`src/rtl/canirq_pkg.sv`:
```
package canirq_pkg;

    localparam int FLAG_N   = 8;
    localparam int FLAG_LSB = 8;
    localparam int REG_W    = 16;

    // flag positions within the flag byte (register bit = FLAG_LSB + index)
    localparam int F_RST  = 0;
    localparam int F_RXM  = 1;
    localparam int F_RRQ  = 2;
    localparam int F_TXW  = 3;
    localparam int F_RXW  = 4;
    localparam int F_BOFF = 5;
    localparam int F_OVL  = 6;
    localparam int F_EPAS = 7;

    // flags software can clear with a written 1
    localparam logic [FLAG_N-1:0] W1C_MASK  = 8'b1111_1001;
    localparam logic [FLAG_N-1:0] RESET_VAL = 8'b0000_0001;

    typedef struct packed {
        logic epas;
        logic ovl;
        logic boff;
        logic rxw;
        logic txw;
        logic rrq;
        logic rxm;
        logic rst;
    } flags_t;

    typedef struct packed {
        logic epas;
        logic boff;
        logic rxw;
        logic txw;
    } thr_t;

    function automatic logic at_least(input logic [31:0] value, input int unsigned level);
        return value >= level;
    endfunction

endpackage

```
`src/rtl/canirq_thresh.sv`:
```
module canirq_thresh
    import canirq_pkg::*;
#(
    parameter int CNT_W       = 9,
    parameter int WARN_LVL    = 96,
    parameter int PASSIVE_LVL = 128,
    parameter int BUSOFF_LVL  = 256
) (
    input  logic             clk,
    input  logic             rst,
    input  logic [CNT_W-1:0] tec,
    input  logic [CNT_W-1:0] rec,
    output thr_t             rise
);

    thr_t cond;
    thr_t cond_q;

    always_comb begin
        cond.txw  = at_least(32'(tec), WARN_LVL);
        cond.rxw  = at_least(32'(rec), WARN_LVL);
        cond.boff = at_least(32'(tec), BUSOFF_LVL);
        cond.epas = at_least(32'(tec), PASSIVE_LVL) | at_least(32'(rec), PASSIVE_LVL);
    end

    always_ff @(posedge clk) begin
        if (rst) cond_q <= '0;
        else     cond_q <= cond;
    end

    // entry into a state is its rising edge
    assign rise = thr_t'(cond & ~cond_q);

endmodule

```
`src/rtl/canirq_mbox_sum.sv`:
```
module canirq_mbox_sum #(
    parameter int NUM_MBOX = 16
) (
    input  logic                clk,
    input  logic                rst,
    input  logic [NUM_MBOX-1:0] pend,
    input  logic [NUM_MBOX-1:0] mask,
    output logic                new_evt,
    output logic                live
);

    logic [NUM_MBOX-1:0] pend_q;
    logic [NUM_MBOX-1:0] fresh;

    always_ff @(posedge clk) begin
        if (rst) pend_q <= '0;
        else     pend_q <= pend;
    end

    genvar m;
    generate
        for (m = 0; m < NUM_MBOX; m++) begin : g_mbox
            assign fresh[m] = pend[m] & ~pend_q[m] & ~mask[m];
        end
    endgenerate

    assign new_evt = |fresh;
    assign live    = |(pend & ~mask);

endmodule

```
`src/rtl/canirq_flag_bank.sv`:
```
module canirq_flag_bank
    import canirq_pkg::*;
(
    input  logic              clk,
    input  logic              rst,
    input  logic [FLAG_N-1:0] set_v,
    input  logic [FLAG_N-1:0] hold_v,
    input  logic [FLAG_N-1:0] clr_v,
    output logic [FLAG_N-1:0] q
);

    logic [FLAG_N-1:0] nxt;

    genvar i;
    generate
        for (i = 0; i < FLAG_N; i++) begin : g_flag
            // a set always overrides a clear in the same cycle
            assign nxt[i] = set_v[i] | (q[i] & hold_v[i] & ~clr_v[i]);
        end
    endgenerate

    always_ff @(posedge clk) begin
        if (rst) q <= RESET_VAL;
        else     q <= nxt;
    end

endmodule

```
`src/rtl/canirq_flags.sv`:
```
module canirq_flags
    import canirq_pkg::*;
#(
    parameter int NUM_MBOX    = 16,
    parameter int CNT_W       = 9,
    parameter int WARN_LVL    = 96,
    parameter int PASSIVE_LVL = 128,
    parameter int BUSOFF_LVL  = 256
) (
    input  logic                clk,
    input  logic                rst,
    input  logic [CNT_W-1:0]    tec,
    input  logic [CNT_W-1:0]    rec,
    input  logic                ovl_tx,
    input  logic                rst_done,
    input  logic [NUM_MBOX-1:0] rx_pend,
    input  logic [NUM_MBOX-1:0] rr_pend,
    input  logic [NUM_MBOX-1:0] mbox_mask,
    input  logic                wr_en,
    input  logic [REG_W-1:0]    wr_data,
    output logic [REG_W-1:0]    rd_data,
    input  logic [FLAG_N-1:0]   irq_en,
    output logic                irq
);

    thr_t   thr_rise;
    logic   rx_new, rx_live;
    logic   rr_new, rr_live;
    flags_t set_s;
    flags_t hold_s;
    logic [FLAG_N-1:0] clr_v;
    logic [FLAG_N-1:0] flag_q;
    logic   unused_lo;

    canirq_thresh #(
        .CNT_W      (CNT_W),
        .WARN_LVL   (WARN_LVL),
        .PASSIVE_LVL(PASSIVE_LVL),
        .BUSOFF_LVL (BUSOFF_LVL)
    ) thresh_i (
        .clk (clk),
        .rst (rst),
        .tec (tec),
        .rec (rec),
        .rise(thr_rise)
    );

    canirq_mbox_sum #(.NUM_MBOX(NUM_MBOX)) rx_sum_i (
        .clk    (clk),
        .rst    (rst),
        .pend   (rx_pend),
        .mask   (mbox_mask),
        .new_evt(rx_new),
        .live   (rx_live)
    );

    canirq_mbox_sum #(.NUM_MBOX(NUM_MBOX)) rr_sum_i (
        .clk    (clk),
        .rst    (rst),
        .pend   (rr_pend),
        .mask   (mbox_mask),
        .new_evt(rr_new),
        .live   (rr_live)
    );

    always_comb begin
        set_s.rst  = rst_done;
        set_s.rxm  = rx_new;
        set_s.rrq  = rr_new;
        set_s.txw  = thr_rise.txw;
        set_s.rxw  = thr_rise.rxw;
        set_s.boff = thr_rise.boff;
        set_s.ovl  = ovl_tx;
        set_s.epas = thr_rise.epas;

        hold_s      = '1;
        hold_s.rxm  = rx_live;
        hold_s.rrq  = rr_live;
    end

    assign clr_v = wr_en ? (wr_data[FLAG_LSB +: FLAG_N] & W1C_MASK) : '0;
    assign unused_lo = ^wr_data[FLAG_LSB-1:0];

    canirq_flag_bank bank_i (
        .clk   (clk),
        .rst   (rst),
        .set_v (set_s),
        .hold_v(hold_s),
        .clr_v (clr_v),
        .q     (flag_q)
    );

    assign rd_data = {flag_q, {FLAG_LSB{1'b0}}};
    assign irq     = |(flag_q & irq_en);

endmodule

```
`config.mk`:
```
export PLATFORM = sky130hd
export DESIGN_NAME = canirq_flags
export DESIGN_NICKNAME = d
export VERILOG_FILES = /design/src/rtl/canirq_pkg.sv /design/src/rtl/canirq_thresh.sv /design/src/rtl/canirq_mbox_sum.sv /design/src/rtl/canirq_flag_bank.sv /design/src/rtl/canirq_flags.sv
export SDC_FILE = /design/constraint.sdc
export NUM_CORES = 1
export LEC_CHECK = 0
export CORE_MARGIN = 2
export CORE_UTILIZATION = 37
export DETAILED_ROUTE_END_ITERATION = 7
export PLACE_DENSITY = 0.8
export SYNTH_ARGS = -nofsm -noshare
export SYNTH_HDL_FRONTEND = slang
export SYNTH_SLANG_ARGS = --single-unit
```
`constraint.sdc`:
```
create_clock -name clk -period 1.5 [get_ports clk]
set_input_delay 0.3 -clock clk [delete_from_list [all_inputs] [get_ports clk]]
set_output_delay 0.3 -clock clk [all_outputs]
set_load 0.02 [all_outputs]
```
[Yosys cells after proc, flatten, opt, wreduce, memory -nomap -nowiden]
Index checks and enable logic that the tools add are counted.
Cells by class
  add/sub/neg operators: 0
  $mul: 0
  divide/modulo/power cells: 0
  $lt $le $gt $ge: 5
  equal/unequal tests: 0
  shift operators: 0
  multiplexer cells: 1
  bitwise operators: 145
  reductions and logical operators: 5
Operators with widths (number)
  $and 1x1->1: 74
  $reduce_or 16->1: 4
  $not 1->1: 56
  $and 16x16->16: 2
  $ge 9x7->1 const B: 2
  $ge 9x8->1 const B: 2
  $not 16->16: 1
  $ge 9x9->1 const B: 1
  $or 1x1->1: 9
  $and 8x8->8: 1
  $mux 8: 1
  $reduce_or 8->1: 1
  $and 4x4->4: 1
  $not 4->4: 1
Storage, ports and cells
  flip-flop bits (word level): 44
  latch bits: 0
  bits in writable memories: 0
  ROM bits: 0
  bits of input ports: 95
  output and inout port bits: 17
  word-level logic and storage cells: 163
  memories: 0

[Logic depth before layout (Yosys ltp)]
  word-level depth: 6
  depth in mapped cells: 5
  gate-level depth less buffers: 5

[Modules after synthesis]
From an unflattened synthesis, not the netlist that was laid out.
Unflattened totals
  cells, all modules: 211
  area total of the unflattened synthesis: 2014.4 µm²
Modules (own cells, without submodules)
  canirq_mbox_sum: times used 2, cells each 71, area an instance 658.1 µm², sequential area each 320.3 µm²
  canirq_flag_bank: times used 1, cells each 33, area an instance 414.1 µm², sequential area each 160.2 µm²
  canirq_thresh: times used 1, cells each 15, area an instance 142.6 µm², sequential area each 80.1 µm²
  canirq_flags: times used 1, cells each 21, area an instance 141.4 µm², sequential area each 0.0 µm²

[Worst setup path after synthesis]
Ideal clock, no wire load.
  path type: input port to flip-flop
  start point: input port mbox_mask[12]
  end point: register bank_i.q[2]
  library setup time: 0.135 ns
  arrival time: 1.211 ns
  data required time: 1.365 ns
  slack: 0.154 ns
  cell stages on the path: 5
  path buffers: 0
  cell sequence: nand2b_2 nand4_1 or4_1 o31ai_2 a31oi_1
On the way
  cells in the longest elaborated chain, start to end: 6
  elaborated cells on any way between the ends: 9
  classes of those cells: bitwise: 7; reduce/logical: 2
RTL lines
  start: declaration: line canirq_flags.sv:18  | input logic [NUM_MBOX-1:0] mbox_mask,
  $not 16->16: line canirq_mbox_sum.sv:28  | assign live = |(pend & ~mask);
  $and 16x16->16: line canirq_mbox_sum.sv:28
  $reduce_or 16->1: line canirq_mbox_sum.sv:28
  $and 1x1->1 (2 in a row): line canirq_flag_bank.sv:18  | assign nxt[i] = set_v[i] | (q[i] & hold_v[i] & ~clr_v[i]);
  $or 1x1->1 *: line canirq_flag_bank.sv:18
  end signal: assignment: line canirq_flag_bank.sv:24  | else q <= nxt;
  end: declaration: line canirq_flag_bank.sv:9  | output logic [FLAG_N-1:0] q
Mark *: on every way between the ends. The rest lies on a longest branch, timed or not.
A chain may end at the register's enable or synchronous reset.

[Worst setup path in the final report]
  start point: input port irq_en[2]
  end point: output port irq
On the way
  cells in the longest elaborated chain, start to end: 2
RTL lines
  start: declaration: line canirq_flags.sv:22  | input logic [FLAG_N-1:0] irq_en,
  $and 8x8->8: line canirq_flags.sv:94  | assign irq = |(flag_q & irq_en);
  $reduce_or 8->1: line canirq_flags.sv:94
  end: declaration: line canirq_flags.sv:23  | output logic irq
Every way passes these cells.

==> results.txt <==
----------------------------------------------------
[Clocking]
  Clock-pin transition on the worst setup and hold timing paths ... roughly 0.08 ns
  Number of buffers inserted for hold repair after clock tree synthesis ... 0
  Worst-Skew Late Latency ... slightly below 0.3 ns
  Clock net sink count ... 44
  Max Root-Sink Buffers ... 2
  Total CTS buffers ... 5
  # H-tree levels ... 2
  Clock tree root buffer cell ... sky130_fd_sc_hd__clkbuf_8
  Clock tree from TritonCTS ... yes

[Synthesis]
  Combinational family with the most area after synthesis ... simple AND/OR/NAND/NOR gates
  Synthesized instance count ... about 190
  Number of different library cells in the post-synthesis netlist ... 26
  Proportion of synthesized chip area in sequential cells ... around half
  Synthesized area ... roughly 0.0018 mm^2
  YS warnings ... 0
  Top flip-flop cell by instance count after synthesis ... sky130_fd_sc_hd__dfxtp_1
  Arithmetic-cell share of the synthesized area counting full adders, half adders and majority gates ... 0%
  Synthesized-area fraction occupied by and/or/nand/nor cells ... approximately 32%
  Complex-gate fraction of the synthesized area ... between 10% and 20%
  Share of cell area taken by muxes after synthesis ... 0%
  Post-synth EDFFs ... 0
  Share of Yosys cell area claimed by the top area cell type ... 48.3%
  Post-Synth XOR/XNOR Area ... 0%
  Average cell area after synthesis ... roughly 9.7 um^2
  Async SR Flop Fraction ... 0%
  Main area contributors after synthesis ... sky130_fd_sc_hd__dfxtp_1 48%, sky130_fd_sc_hd__nor2b_1 13%, sky130_fd_sc_hd__nand2b_1 4.5%, sky130_fd_sc_hd__nand2b_2 4.3%, sky130_fd_sc_hd__o22ai_1 3.4%
  Library cell occupying the most area in the post-synthesis netlist ... sky130_fd_sc_hd__dfxtp_1
  Number of storage elements in the synthesis netlist ... between 40 and 50

[Die]
  Number of rows created at floorplan ... 25
  Standard cell core area ... approximately 0.0048 mm^2
  I/O pin count ... roughly 110
  Die area ... 0.00551 mm^2
  Overall die width ... around 74 um
  Initial cell density of the core ... between 30% and 40%
  Overall die height ... ~74 um

[STA]
  # setup viols final ... 0
  Fin Hold WS ... 0.338 ns
  Post-route minimum period ... roughly 1.5 ns
  RSZ-0062 raised after global routing ... no
  Maximum operating frequency ... about 680 MHz
  Slack of the critical path ... 0.0395 ns
  Final count of pins violating max slew ... 0
  Number of hold violations in the final report ... 0
  Final clock skew ... 0.00314 ns
  Final worst path period share ... a little over nine tenths

[Final layout]
  Top library cells by usage in the layout, fill and taps aside ... 45 x sky130_fd_sc_hd__clkdlybuf4s50_1, 44 x sky130_fd_sc_hd__dfxtp_1, 35 x sky130_fd_sc_hd__nor2b_1, 29 x sky130_fd_sc_hd__dlygate4sd2_1, 19 x sky130_fd_sc_hd__buf_4
  Final net count ... 388
  Area growth from synthesis to final layout ... 66.1%
  Final standard cell utilization of the core ... between 60 and 70%
  Number of diodes added for antenna fixing ... 0
  Most common cell after layout, fill and taps aside ... sky130_fd_sc_hd__clkdlybuf4s50_1
  Number of standard cells in the layout, taps in and fillers out ... 361
  Layout cells sized above 1 ... 19.7%

[Worst setup path]
  Sequence of cells on the critical path ... clkdlybuf4s50_1 -> a22oi_1 -> nand4_1 -> buf_6
  Buffers and inverters on the worst path ... 2
  Type of destination of the critical path ... primary output
  Path type of the worst setup path ... input pin to primary output
  Largest stage delay on the critical path ... roughly 0.4 ns
  Data arrival time of the worst path ... roughly 1.2 ns
  Register-to-register path setup slack ... 0.36 ns
  Maximum fanout encountered on the critical timing path ... 1
  Worst reg-to-reg path cell count ... 4
  Cell at the slowest stage of the critical path ... sky130_fd_sc_hd__clkdlybuf4s50_1
  Cell family with the largest share of critical-path delay ... buffers and inverters
  Req. time, crit path ... 1.20 ns
  Logic depth of the worst path, buffers included ... 4
  Sort of element at the start of the critical path ... input pin

[Placement]
  Post-placement worst setup slack ... -0.444 ns
  Global placer's final weighted congestion ... about 0.74
  Inst Count DP ... 350
  Half-perimeter wire length after detailed placement ... between 3000 and 4000 um
  Port buffer count ... 83

[Power]
  Switching power ... between 600 and 700 uW
  Maximum vdd drop ... 503 uV
  Leak pwr ... between 1 and 1.5 nW
  Power share of the clock group ... between 20 and 30%
  Flop pwr share ... about 49%
  Cell-internal power ... about 1.9 mW
  PwrDens ... between 800 and 900 mW/mm^2
  Combinational group share of total power ... between 20% and 30%
  Total power ... ~2.6 mW
  Switching share of total power ... 24.7%

[Route]
  DR pass1 iterations ... 4
  Antenna-violating nets left ... 0
  Via density ... 4.65
  Number of violations reported at the end of detailed-routing iteration 0 ... 75
  Total number of vias ... around 1.7k
  Routed len/inst ... 14.2 um
  Post-route DRC ... 0
  Overall routed net length ... about 5100 um

[Global route]
  Vias in the first global route ... around 1.6k
  Wire length of the first global-routing pass ... 7580 um
  Total global routing overflow ... 0
  Number of antenna violations at the first check in global routing ... 0
  Largest net degree at the start of global routing ... 35
  Global router's overall resource usage ... 18.4%

[Status]
  Outcome ... finished clean

[Worst hold path]
  Number of cells on the worst hold path ... 2
  Class of the tightest hold or removal check ... input pin to flip-flop

[Flow run]
  Total of max-cap violations ... 0

----------------------------------------------------
==> power by group through the flow <==
| stage | registers [mW] | logic (mW) | clock network (mW) |
|---|---|---|---|
| 2_1_floorplan | 1.31 | 0.206 | 0 |
| 4_1_cts | 1.26 | 0.533 | 0.760 |
| 6_report | 1.27 | 0.558 | 0.749 |
| 3_5_place_dp | 1.29 | 0.531 | 0 |
| 5_1_grt | 1.27 | 0.601 | 0.805 |
| 3_3_place_gp | 1.29 | 0.524 | 0 |
==> cell families (layout without fill, tap and decap cells) <==
group	after synthesis	after routing
compound gates	33	33
simple gates	93	93
other cells	1	8
buf+inv	18	116
flops	44	44
==> stage by stage <==
stage	TNS, ns	instance area, um^2
2_1_floorplan	0	1850
4_1_cts	-0.00138	2950
3_3_place_gp	-1.13	2800
5_1_grt	0	3030
3_5_place_dp	-1.31	2800
6_report	0	3030
==> layout make-up <==
class | count | area [um^2]
inverter | 6 | 22.5
multi-input combinational | 134 | 997
clock buffer | 8 | 90.1
timing repair buffer | 102 | 958
sequential | 44 | 881
tap | 67 | 83.8
fill | 400 | 1720
==> state kept, by name (all words and copies together), names as in the netlist <==
register	count
rr_sum_i.pend_q	16
thresh_i.cond_q	4
rx_sum_i.pend_q	16
bank_i.q	8
==> path summary, 6_finish.rpt <==
check / endpoint / start
setup / recovery: irq / irq_en[2]
hold reg to reg: bank_i.q[3]$_SDFF_PP0_ / thresh_i.cond_q[0]$_SDFF_PP0_
hold / removal: rr_sum_i.pend_q[13]$_SDFF_PP0_ / rr_pend[13]
setup reg to reg: bank_i.q[2]$_SDFF_PP0_ / rr_sum_i.pend_q[13]$_SDFF_PP0_
==> Yosys cell counts, types with 3 or more instances <==
library cell	number
sky130_fd_sc_hd__dfxtp_1	44
sky130_fd_sc_hd__nor2b_1	39
sky130_fd_sc_hd__nand2b_1	13
sky130_fd_sc_hd__nand2_1	10
sky130_fd_sc_hd__o22ai_1	10
sky130_fd_sc_hd__nand2b_2	9
sky130_fd_sc_hd__buf_4	8
sky130_fd_sc_hd__nand4_1	7
sky130_fd_sc_hd__inv_1	6
sky130_fd_sc_hd__or2b_2	6
sky130_fd_sc_hd__a21oi_1	5
sky130_fd_sc_hd__a22oi_1	4
sky130_fd_sc_hd__nor2_1	4
sky130_fd_sc_hd__a32o_1	3
sky130_fd_sc_hd__clkbuf_1	3
==> metal layers <==
layer | vias up | GRT usage [%] | share of wire (%)
met2 | 59 | 30.3 | 48
li1 | 844 | - | -
met3 | 7 | 3.79 | 5.6
met5 | - | 0 | 0
met4 | 0 | 6.35 | 1.6
met1 | 767 | 24.2 | 44
==> timing repair <==
action | 4_1_cts | 5_1_grt
setup endpoints to repair | 11 | 3
setup buffers | 3 | 0
gates resized for setup | 50 | 19
pin swaps | 6 | 8
(Power assumes the default switching activity.)
